`src/rtl/tmrPkg.sv`:
```
package tmrPkg;

  typedef struct packed {
    logic tick;
    logic inc;
    logic dec;
    logic clr;
  } tmrStrobe_t;

  typedef enum logic [1:0] {
    MODE_UP       = 2'd0,
    MODE_DOWN     = 2'd1,
    MODE_BOUNCE   = 2'd2,
    MODE_CLRMATCH = 2'd3
  } tmrMode_t;

  typedef enum logic [2:0] {
    ADDR_CTRL  = 3'd0,
    ADDR_CNT   = 3'd1,
    ADDR_BUFA  = 3'd2,
    ADDR_BUFB  = 3'd3,
    ADDR_FLAGS = 3'd4,
    ADDR_ACTA  = 3'd5,
    ADDR_ACTB  = 3'd6
  } tmrAddr_t;

  localparam int CTRL_W = 5;
  localparam int FLAG_W = 3;

endpackage

```
`src/rtl/tmrControl.sv`:
```
module tmrControl
  import tmrPkg::*;
#(
  parameter int TAP0_W = 3,
  parameter int TAP1_W = 6,
  parameter int TAP2_W = 8,
  parameter int TAP3_W = 10
) (
  input  logic              clk,
  input  logic              rstN,
  input  logic              ctrlWrite,
  input  logic [CTRL_W-1:0] ctrlWdata,
  input  logic              cntWrite,
  input  logic              extPin,
  input  logic              atTop,
  input  logic              atBottom,
  input  logic              matchA,
  output tmrStrobe_t        stb,
  output logic [CTRL_W-1:0] ctrlByte
);

  localparam int PRE_W    = TAP3_W;
  localparam int NUM_TAPS = 4;

  function automatic int tapWidth(input int idx);
    case (idx)
      0:       return TAP0_W;
      1:       return TAP1_W;
      2:       return TAP2_W;
      default: return TAP3_W;
    endcase
  endfunction

  logic [2:0]          csReg;
  tmrMode_t            modeReg;
  logic                dirUp, nextDirUp;
  logic [PRE_W-1:0]    preCnt;
  logic [1:0]          syncQ;
  logic                syncPrev;
  logic [NUM_TAPS-1:0] tapHit;
  logic                tick;

  always_ff @(posedge clk or negedge rstN) begin
    if (!rstN) begin
      csReg   <= '0;
      modeReg <= MODE_UP;
    end else if (ctrlWrite) begin
      csReg   <= ctrlWdata[2:0];
      modeReg <= tmrMode_t'(ctrlWdata[4:3]);
    end
  end

  assign ctrlByte = {modeReg, csReg};

  always_ff @(posedge clk or negedge rstN) begin
    if (!rstN) begin
      preCnt   <= '0;
      syncQ    <= '0;
      syncPrev <= 1'b0;
    end else begin
      preCnt   <= preCnt + 1'b1;
      syncQ    <= {syncQ[0], extPin};
      syncPrev <= syncQ[1];
    end
  end

  for (genvar g = 0; g < NUM_TAPS; g++) begin : gTap
    localparam int W = tapWidth(g);
    assign tapHit[g] = &preCnt[W-1:0];
  end

  always_comb begin
    case (csReg)
      3'd0:    tick = 1'b0;
      3'd1:    tick = 1'b1;
      3'd2:    tick = tapHit[0];
      3'd3:    tick = tapHit[1];
      3'd4:    tick = tapHit[2];
      3'd5:    tick = tapHit[3];
      3'd6:    tick = syncPrev & ~syncQ[1];
      default: tick = ~syncPrev & syncQ[1];
    endcase
  end

  always_comb begin
    stb       = '0;
    stb.tick  = tick;
    nextDirUp = dirUp;
    if (tick) begin
      case (modeReg)
        MODE_UP:   stb.inc = 1'b1;
        MODE_DOWN: stb.dec = 1'b1;
        MODE_BOUNCE: begin
          if (dirUp) begin
            if (atTop) begin
              stb.dec   = 1'b1;
              nextDirUp = 1'b0;
            end else begin
              stb.inc = 1'b1;
            end
          end else begin
            if (atBottom) begin
              stb.inc   = 1'b1;
              nextDirUp = 1'b1;
            end else begin
              stb.dec = 1'b1;
            end
          end
        end
        default: begin
          if (matchA) stb.clr = 1'b1;
          else        stb.inc = 1'b1;
        end
      endcase
    end
  end

  always_ff @(posedge clk or negedge rstN) begin
    if (!rstN)                     dirUp <= 1'b1;
    else if (modeReg != MODE_BOUNCE) dirUp <= 1'b1;
    else if (tick && !cntWrite)    dirUp <= nextDirUp;
  end

  AST_BOUNCE_TURN: assert property (@(posedge clk) disable iff (!rstN)
    (modeReg == MODE_BOUNCE && stb.tick && dirUp && atTop) |-> stb.dec);

  AST_DIR_FLIP: assert property (@(posedge clk) disable iff (!rstN)
    (modeReg == MODE_BOUNCE && stb.tick && dirUp && atTop && !cntWrite && !ctrlWrite)
      |=> !dirUp);

  AST_CLR_ONLY_AT_MATCH: assert property (@(posedge clk) disable iff (!rstN)
    stb.clr |-> (matchA && modeReg == MODE_CLRMATCH));

endmodule

```
`src/rtl/tmrDatapath.sv`:
```
module tmrDatapath
  import tmrPkg::*;
#(
  parameter int CNT_W = 8
) (
  input  logic                       clk,
  input  logic                       rstN,
  input  tmrStrobe_t                 stb,
  input  logic                       cntWrite,
  input  logic [1:0]                 bufWrite,
  input  logic                       flagWrite,
  input  logic [CNT_W-1:0]           wdata,
  output logic [CNT_W-1:0]           cnt,
  output logic [1:0][CNT_W-1:0]      bufVal,
  output logic [1:0][CNT_W-1:0]      actVal,
  output logic [FLAG_W-1:0]          flags,
  output logic                       atTop,
  output logic                       atBottom,
  output logic                       matchA
);

  localparam logic [CNT_W-1:0] CNT_MAX = '1;
  localparam int NUM_CMP = 2;

  logic [CNT_W-1:0]   stepCnt;
  logic               tickLive, wrapEv;
  logic [NUM_CMP-1:0] match, hit;
  logic [CNT_W-1:0]   bufMem [NUM_CMP];
  logic [CNT_W-1:0]   actMem [NUM_CMP];
  logic [FLAG_W-1:0]  clrBits, setBits;

  assign atTop    = (cnt == CNT_MAX);
  assign atBottom = (cnt == '0);
  assign tickLive = stb.tick & ~cntWrite;

  always_comb begin
    stepCnt = cnt;
    if (stb.clr)      stepCnt = '0;
    else if (stb.inc) stepCnt = cnt + 1'b1;
    else if (stb.dec) stepCnt = cnt - 1'b1;
  end

  always_ff @(posedge clk or negedge rstN) begin
    if (!rstN)         cnt <= '0;
    else if (cntWrite) cnt <= wdata;
    else               cnt <= stepCnt;
  end

  assign wrapEv = tickLive & ((atTop && stepCnt == '0) || (atBottom && stepCnt == CNT_MAX));

  for (genvar g = 0; g < NUM_CMP; g++) begin : gCmp
    always_ff @(posedge clk or negedge rstN) begin
      if (!rstN) begin
        bufMem[g] <= '0;
        actMem[g] <= '0;
      end else begin
        if (bufWrite[g])        bufMem[g] <= wdata;
        if (atTop || atBottom)  actMem[g] <= bufMem[g];
      end
    end
    assign bufVal[g] = bufMem[g];
    assign actVal[g] = actMem[g];
    assign match[g]  = (cnt == actMem[g]);
    assign hit[g]    = tickLive & match[g];
  end

  assign matchA  = match[0];
  assign setBits = {hit[1], hit[0], wrapEv};
  assign clrBits = flagWrite ? wdata[FLAG_W-1:0] : '0;

  always_ff @(posedge clk or negedge rstN) begin
    if (!rstN) flags <= '0;
    else       flags <= (flags & ~clrBits) | setBits;
  end

  AST_WRITE_WINS: assert property (@(posedge clk) disable iff (!rstN)
    cntWrite |=> (cnt == $past(wdata)));

  AST_SINGLE_OP: assert property (@(posedge clk) disable iff (!rstN)
    $onehot0({stb.inc, stb.dec, stb.clr}));

  AST_IDLE_HOLD: assert property (@(posedge clk) disable iff (!rstN)
    (!stb.tick && !cntWrite) |=> $stable(cnt));

  AST_CLEAR_ZERO: assert property (@(posedge clk) disable iff (!rstN)
    (stb.clr && !cntWrite) |=> (cnt == '0));

  AST_MATCH_BLOCKED: assert property (@(posedge clk) disable iff (!rstN)
    (cntWrite && !flagWrite) |=> (flags == $past(flags)));

endmodule

```
`src/rtl/updownTimer.sv`:
```
module updownTimer
  import tmrPkg::*;
#(
  parameter int CNT_W  = 8,
  parameter int TAP0_W = 3,
  parameter int TAP1_W = 6,
  parameter int TAP2_W = 8,
  parameter int TAP3_W = 10
) (
  input  logic             clk,
  input  logic             rstN,
  input  logic [2:0]       busAddr,
  input  logic             busWe,
  input  logic [CNT_W-1:0] busWdata,
  output logic [CNT_W-1:0] busRdata,
  input  logic             extPin,
  output logic             atTop,
  output logic             atBottom,
  output logic             irqOvf,
  output logic             irqCmpA,
  output logic             irqCmpB
);

  tmrStrobe_t              stb;
  logic [CTRL_W-1:0]       ctrlByte;
  logic [CNT_W-1:0]        cnt;
  logic [1:0][CNT_W-1:0]   bufVal, actVal;
  logic [FLAG_W-1:0]       flags;
  logic                    matchA;
  logic                    ctrlWrite, cntWrite, flagWrite;
  logic [1:0]              bufWrite;

  assign ctrlWrite   = busWe && (busAddr == ADDR_CTRL);
  assign cntWrite    = busWe && (busAddr == ADDR_CNT);
  assign bufWrite[0] = busWe && (busAddr == ADDR_BUFA);
  assign bufWrite[1] = busWe && (busAddr == ADDR_BUFB);
  assign flagWrite   = busWe && (busAddr == ADDR_FLAGS);

  tmrControl #(
    .TAP0_W(TAP0_W), .TAP1_W(TAP1_W), .TAP2_W(TAP2_W), .TAP3_W(TAP3_W)
  ) u_control (
    .clk(clk), .rstN(rstN),
    .ctrlWrite(ctrlWrite), .ctrlWdata(busWdata[CTRL_W-1:0]),
    .cntWrite(cntWrite), .extPin(extPin),
    .atTop(atTop), .atBottom(atBottom), .matchA(matchA),
    .stb(stb), .ctrlByte(ctrlByte)
  );

  tmrDatapath #(.CNT_W(CNT_W)) u_datapath (
    .clk(clk), .rstN(rstN), .stb(stb),
    .cntWrite(cntWrite), .bufWrite(bufWrite), .flagWrite(flagWrite),
    .wdata(busWdata), .cnt(cnt), .bufVal(bufVal), .actVal(actVal),
    .flags(flags), .atTop(atTop), .atBottom(atBottom), .matchA(matchA)
  );

  always_comb begin
    case (busAddr)
      ADDR_CTRL:  busRdata = {{(CNT_W-CTRL_W){1'b0}}, ctrlByte};
      ADDR_CNT:   busRdata = cnt;
      ADDR_BUFA:  busRdata = bufVal[0];
      ADDR_BUFB:  busRdata = bufVal[1];
      ADDR_FLAGS: busRdata = {{(CNT_W-FLAG_W){1'b0}}, flags};
      ADDR_ACTA:  busRdata = actVal[0];
      ADDR_ACTB:  busRdata = actVal[1];
      default:    busRdata = '0;
    endcase
  end

  assign irqOvf  = flags[0];
  assign irqCmpA = flags[1];
  assign irqCmpB = flags[2];

endmodule

```
`config.mk`:
```
export PLATFORM = sky130hd
export DESIGN_NAME = updownTimer
export DESIGN_NICKNAME = d
export VERILOG_FILES = /design/src/rtl/tmrPkg.sv /design/src/rtl/tmrControl.sv /design/src/rtl/tmrDatapath.sv /design/src/rtl/updownTimer.sv
export SDC_FILE = /design/constraint.sdc
export NUM_CORES = 1
export LEC_CHECK = 0
export ABC_AREA = 0
export BUFFER_PORTS_ARGS = -buffer_cell sky130_fd_sc_hd__buf_2
export CAP_MARGIN = 20
export CELL_PAD_IN_SITES_DETAIL_PLACEMENT = 1
export CELL_PAD_IN_SITES_GLOBAL_PLACEMENT = 1
export CORE_UTILIZATION = 35
export CTS_CLUSTER_SIZE = 20
export DETAILED_ROUTE_END_ITERATION = 16
export GPL_TIMING_DRIVEN = 0
export PLACE_DENSITY = 0.57
export SLEW_MARGIN = 20
export SYNTH_ARGS = -nofsm -noshare
export SYNTH_HDL_FRONTEND = slang
export SYNTH_HIERARCHICAL = 1
export SYNTH_SLANG_ARGS = --single-unit
```
`constraint.sdc`:
```
create_clock -name clk -period 3.6 [get_ports clk]
set_clock_uncertainty 0.1 [all_clocks]
set_input_delay 0 -clock clk [delete_from_list [all_inputs] [get_ports clk]]
set_output_delay 0 -clock clk [all_outputs]
set_load 0.03 [all_outputs]
```
# ---- Yosys cells after proc, flatten, opt, wreduce, memory -nomap -nowiden
# Cells that the tools add are included.
dict set report word_totals {
  register_bits 62
  in_bits 15
  output_inout_bits 13
  word_cells 94
}
dict set report op_classes {
  addsub 3
  n_eq_ne 19
  muxes 23
  n_bitwise 12
  n_reduce_logical 25
}
# operator count
set ops {}
lappend ops {{8-bit one-hot mux with 7 select lines} 1}
lappend ops {{8-bit 2-to-1 mux} 4}
lappend ops {{3-bit == test, second input constant} 6}
lappend ops {{8-bit == test} 2}
lappend ops {{8-bit == test, second input constant} 2}
lappend ops {{8-bit logical NOT} 2}
lappend ops {{3-bit by 2-bit == test with 1-bit output, second input constant} 4}
lappend ops {{1-bit 2-to-1 mux} 12}
lappend ops {{10-bit by 1-bit adder with 10-bit output, second input constant} 1}
lappend ops {{10-bit AND reduction} 1}
lappend ops {{8-bit by 1-bit adder with 8-bit output, second input constant} 1}
lappend ops {{1-bit logical AND} 8}
lappend ops {{8-bit AND reduction} 1}
lappend ops {{8-bit by 1-bit subtractor with 8-bit output, second input constant} 1}
lappend ops {{1-bit one-hot mux with 7 select lines} 1}
lappend ops {{1-bit bitwise AND} 6}
lappend ops {{3-bit by 1-bit == test with 1-bit output, second input constant} 2}
lappend ops {{3-bit logical NOT} 2}
lappend ops {{3-bit 2-to-1 mux} 2}
lappend ops {{3-bit AND reduction} 2}
lappend ops {{6-bit AND reduction} 1}
lappend ops {{2-bit nonzero test} 3}
lappend ops {{3-bit bitwise AND} 1}
lappend ops {{1-bit inverter} 3}
lappend ops {{12 further kinds} 13}

# ---- Logic depth before layout (Yosys ltp)
dict set report logic_depth {
  word_depth 13
  depth_mapped 14
  depth_no_buf 13
}

# ---- By module
# Netlist, hierarchy kept.
# mod instances cells_each area_per_inst_um2
set by_module_without_submodules {}
lappend by_module_without_submodules {tmrDatapath 1 184 2232.1}
lappend by_module_without_submodules {tmrControl 1 83 915.9}
lappend by_module_without_submodules {updownTimer 1 64 491.7}

# ---- Worst setup path after synthesis
# OpenSTA, ideal clock, no wires.
dict set report synth_timing {
  path_type {register -> register}
  startpoint {register u_datapath.cnt[1]}
  endpoint {register u_datapath.flags[0]}
  arrival_ns 2.526
  path_slack_ns 0.843
  path_stages_with_launch 15
  n_path_buf 2
  period_less_slack_ns 2.757
  cell_sequence {dfrtp_1 -> clkbuf_1 -> inv_1 -> ha_1 -> and3_4 -> nand2b_1 -> o21ai_0 -> a211oi_1 -> nor3b_2 -> buf_2 -> nor3b_2 -> a32oi_1 -> mux2i_1 -> a41oi_1 -> o21ai_0}
}
# item line
set synth_lines {}
lappend synth_lines {{from (decl)} tmrDatapath.sv:13} ;# output logic [CNT_W-1:0] cnt,
lappend synth_lines {{from (signal assigned)} tmrDatapath.sv:45} ;# else if (cntWrite) cnt <= wdata;
lappend synth_lines {{from (signal assigned)} tmrDatapath.sv:46} ;# else cnt <= stepCnt;
lappend synth_lines {{to (signal assigned)} tmrDatapath.sv:73} ;# else flags <= (flags & ~clrBits) | setBits;
lappend synth_lines {{to (decl)} tmrDatapath.sv:16} ;# output logic [FLAG_W-1:0] flags,

==> key figures <==
Drt
  • Total number of vias: 2711
  • Final routed DRC violation total: 0
  • Top Metal Used: met4
  • Drt initial violations: 130
  • DR WL met2: 4.66 mm
  • Vias per cell: between 5 and 6
  • DRT met1 WL: between 5 and 6 mm
  • Final WL: 10.1 mm
  • Drt wl/cell: 19.6 um
  • Met3 WL: 252 um
  • Routed Antenna Nets: 0
  • TritonRoute pass-1 iters: 4

Synthesis
  • Avg Inst Size Synth: 11.0 um2
  • Post-synthesis cell type count: 66
  • Ys flop type: dfrtp_1
  • Warnings from Yosys: 6
  • Sequential fraction of the synthesis area: 0.427
  • Syn nets: 355
  • Yosys reg bits: 62
  • Post-Syn Instances: 331
  • Post-synth EDFFs: 0
  • Cell area after synthesis: 0.00364 mm2
  • Ys async rst share: 1.00

Clocking
  • CTS tree: yes
  • Clk_lat worst skew: between 0.3 and 0.4 ns
  • Post-CTS Resized: 0
  • Deepest clock path buffer count: 2
  • Clock sink count: slightly above 60
  • Clock-pin slew on the worst setup and hold paths: 0.07 ns
  • Post-CTS Setup Bufs: 0
  • TritonCTS Buffers: 9
  • CTS H-tree lvls: 3
  • Clock root buffer: clkbuf_8

Timing
  • Post-layout min period: around 3.2 ns
  • Final hold slack: 0.0984 ns
  • Worst Tran Pin Value: 0.991 ns
  • Unrepaired setup endpoints after global routing: false
  • Fmax: a little over 300 MHz
  • Final setup violation count: 0
  • Slew Viols, Final: 0
  • Setup TNS: 0 ns
  • Relative slew margins: 0.334
  • Final hold viol count: 0
  • Fin crit share: 0.893

Layout
  • Nets: around 400
  • Register area: 0.00155 mm2
  • Fin cells: 518
  • Final Util: 0.432
  • FILL cells: 1104
  • Commonest cells after routing, fill and taps aside: dfrtp_1, buf_2, mux2_2, nand2_1, xnor2_1
  • Area growth syn-to-layout: 17.5%
  • Diodes inserted: 0
  • Commonest non-fill, non-tap cell in the layout: dfrtp_1
  • Area occupied by multi-input gates: 0.00191 mm2
  • Layout cells sized above 1: 0.291

Global routing
  • Total gr overflow: 0
  • Gr usage total: 0.201
  • First-pass GRT wire length: 16.5 mm
  • Vias in the first global route: 2839
  • Largest net degree at the start of global routing: 40
  • Initial antenna violation count: 0

Worst setup path
  • Worst R2R Path Depth: 14
  • End of the worst register-to-register path: u_datapath/flags[0]
  • Crit. Startpoint: u_datapath/cnt[0]
  • Setup slack, reg-to-reg: 0.39 ns
  • Worst reg2reg startpoint: u_datapath/cnt[0]
  • CP Capture Type: flip-flop
  • Critical Path AT: 3.37 ns
  • CP Max Fanout: 10
  • Worst setup SP type: flip-flop
  • Worst path required time: 3.76 ns
  • Crit Path Category: flip-flop to flip-flop

Floorplanning
  • Die area: 0.0108 mm2
  • Row count: 36
  • Die height: just over 100 um
  • Die X: 104 um
  • Starting Density: 0.367
  • I/O pins: 28
  • Core Region: 0.00991 mm2

Placed design
  • Inst Count DP: just under 500
  • Count of input and output buffers: 26
  • Routability congestion estimate: 0.779
  • Dpl hpwl: 7.63 mm

Power and ir drop
  • Power per cell area: 647 mW/mm2
  • VDD IR max: 0.261 mV
  • Static leakage power: 0.00186 uW

Worst hold path
  • Worst hold path class: primary input to flip-flop
  • Hold depth: 5
  • Hold Startpoint: busWe
  • Sink of the worst hold path: u_datapath/flags[2]

Run
  • # Max-Cap Violations: 0

Outcome
  • Status: finished clean
## where the power goes
part,switching (uW),total (uW),internal [uW]
clock,277,635,357
sequential,204,1080,873
combinational,539,1050,516
## worst max-delay path: stages, from the launching register on
cell	delay [ns]
dfrtp_1	0.40
buf_2	0.25
inv_1	0.11
ha_1	0.21
and3_4	0.17
nand2b_1	0.07
o21ai_0	0.14
a211oi_1	0.34
nor3b_2	0.08
buf_2	0.19
and4_1	0.23
a32oi_1	0.20
mux2i_1	0.39
a41oi_1	0.16
o21ai_0	0.10
## registers in the layout (all words and copies together), names as in the netlist
name	cells
u_datapath/flags	3
u_control/syncPrev	1
u_control/syncQ	2
u_datapath/cnt	8
u_control/preCnt	10
u_datapath/bufVal	16
u_control/dirUp	1
u_control/modeReg	2
u_datapath/actVal	16
u_control/csReg	3
## logic make-up (layout without fill, tap and decap cells)
| family | Yosys count | after routing | synth area share |
|---|---|---|---|
| AND/OR/NAND/NOR | 94 | 94 | 0.147 |
| AO/OA/AOI/OAI | 54 | 54 | 0.115 |
| XOR/XNOR | 29 | 29 | 0.0698 |
| multiplexers | 50 | 50 | 0.162 |
| buffers and inverters | 33 | 87 | 0.0495 |
| adder cells (fa/ha/maj) | 9 | 9 | 0.0309 |
| flip-flops | 62 | 62 | 0.427 |
## Yosys cell counts (2+ instances only)
library cell | count | share of area
a221oi_2 | 2 | 0.0083
inv_1 | 12 | 0.012
buf_2 | 5 | 0.0069
a21oi_1 | 4 | 0.0055
o21ai_0 | 11 | 0.015
o31ai_1 | 3 | 0.0062
nor4_1 | 2 | 0.0034
ha_1 | 9 | 0.031
nor2_4 | 2 | 0.0062
xnor2_1 | 20 | 0.048
nand4_1 | 5 | 0.0086
nand3b_1 | 2 | 0.0041
nor3_1 | 4 | 0.0055
nor3b_2 | 2 | 0.0069
buf_4 | 3 | 0.0062
a31oi_1 | 2 | 0.0034
nor2b_1 | 5 | 0.0086
a32oi_1 | 2 | 0.0048
a221oi_1 | 7 | 0.017
dfrtp_1 | 61 | 0.42
clkbuf_1 | 6 | 0.0062
mux2i_1 | 10 | 0.028
a22o_1 | 4 | 0.0096
nand2b_1 | 3 | 0.0052
nand2_1 | 21 | 0.022
mux2_2 | 30 | 0.093
mux2_4 | 10 | 0.041
nor2_1 | 19 | 0.020
nand3_1 | 11 | 0.015
xor2_1 | 9 | 0.022
buf_6 | 5 | 0.015
and2_1 | 4 | 0.0069
a211oi_1 | 3 | 0.0062
## metal layers
layer / vias to the layer above / GRT usage
li1: 1281 / -
met1: 1391 / 0.289
met2: 30 / 0.310
met3: 9 / 0.0351
met4: 0 / 0.0551
met5: - / 0
## worst max-delay path by stage
stage,slack (ns),end,depth (start not counted)
2_1_floorplan,0.84,u_datapath/flags[0],14
3_3_place_gp,0.30,u_datapath/flags[0],14
3_5_place_dp,0.28,u_datapath/flags[0],14
4_1_cts,0.26,u_datapath/flags[0],14
5_1_grt,0.07,u_datapath/flags[0],14
6_report,0.39,u_datapath/flags[0],14
## through the flow
stage	worst slack, ns	instance area, um2	total power, uW
floorplan	0.843	3640	1830
finish	0.387	4280	2770
CTS	0.263	4280	2790
detailed placement	0.282	3960	2140
global route	0.0664	4280	2940
global placement	0.300	3940	2110
## repair_timing
item                                    CTS  global route
endpoints found under the hold margin    94             0
endpoints found under the setup margin    0             1
hold buffers                             12             0
## cell type report
cell class                      instances  area share
Clock inverter                          3     0.00995
Clock buffer                           13      0.0372
Tap cell                              133      0.0389
Inverter                               12      0.0105
Buffer                                 20      0.0307
Multi-Input combinational cell        236       0.446
Sequential cell                        62       0.363
Timing Repair Buffer                   39      0.0638
(Power assumes the default switching activity.)
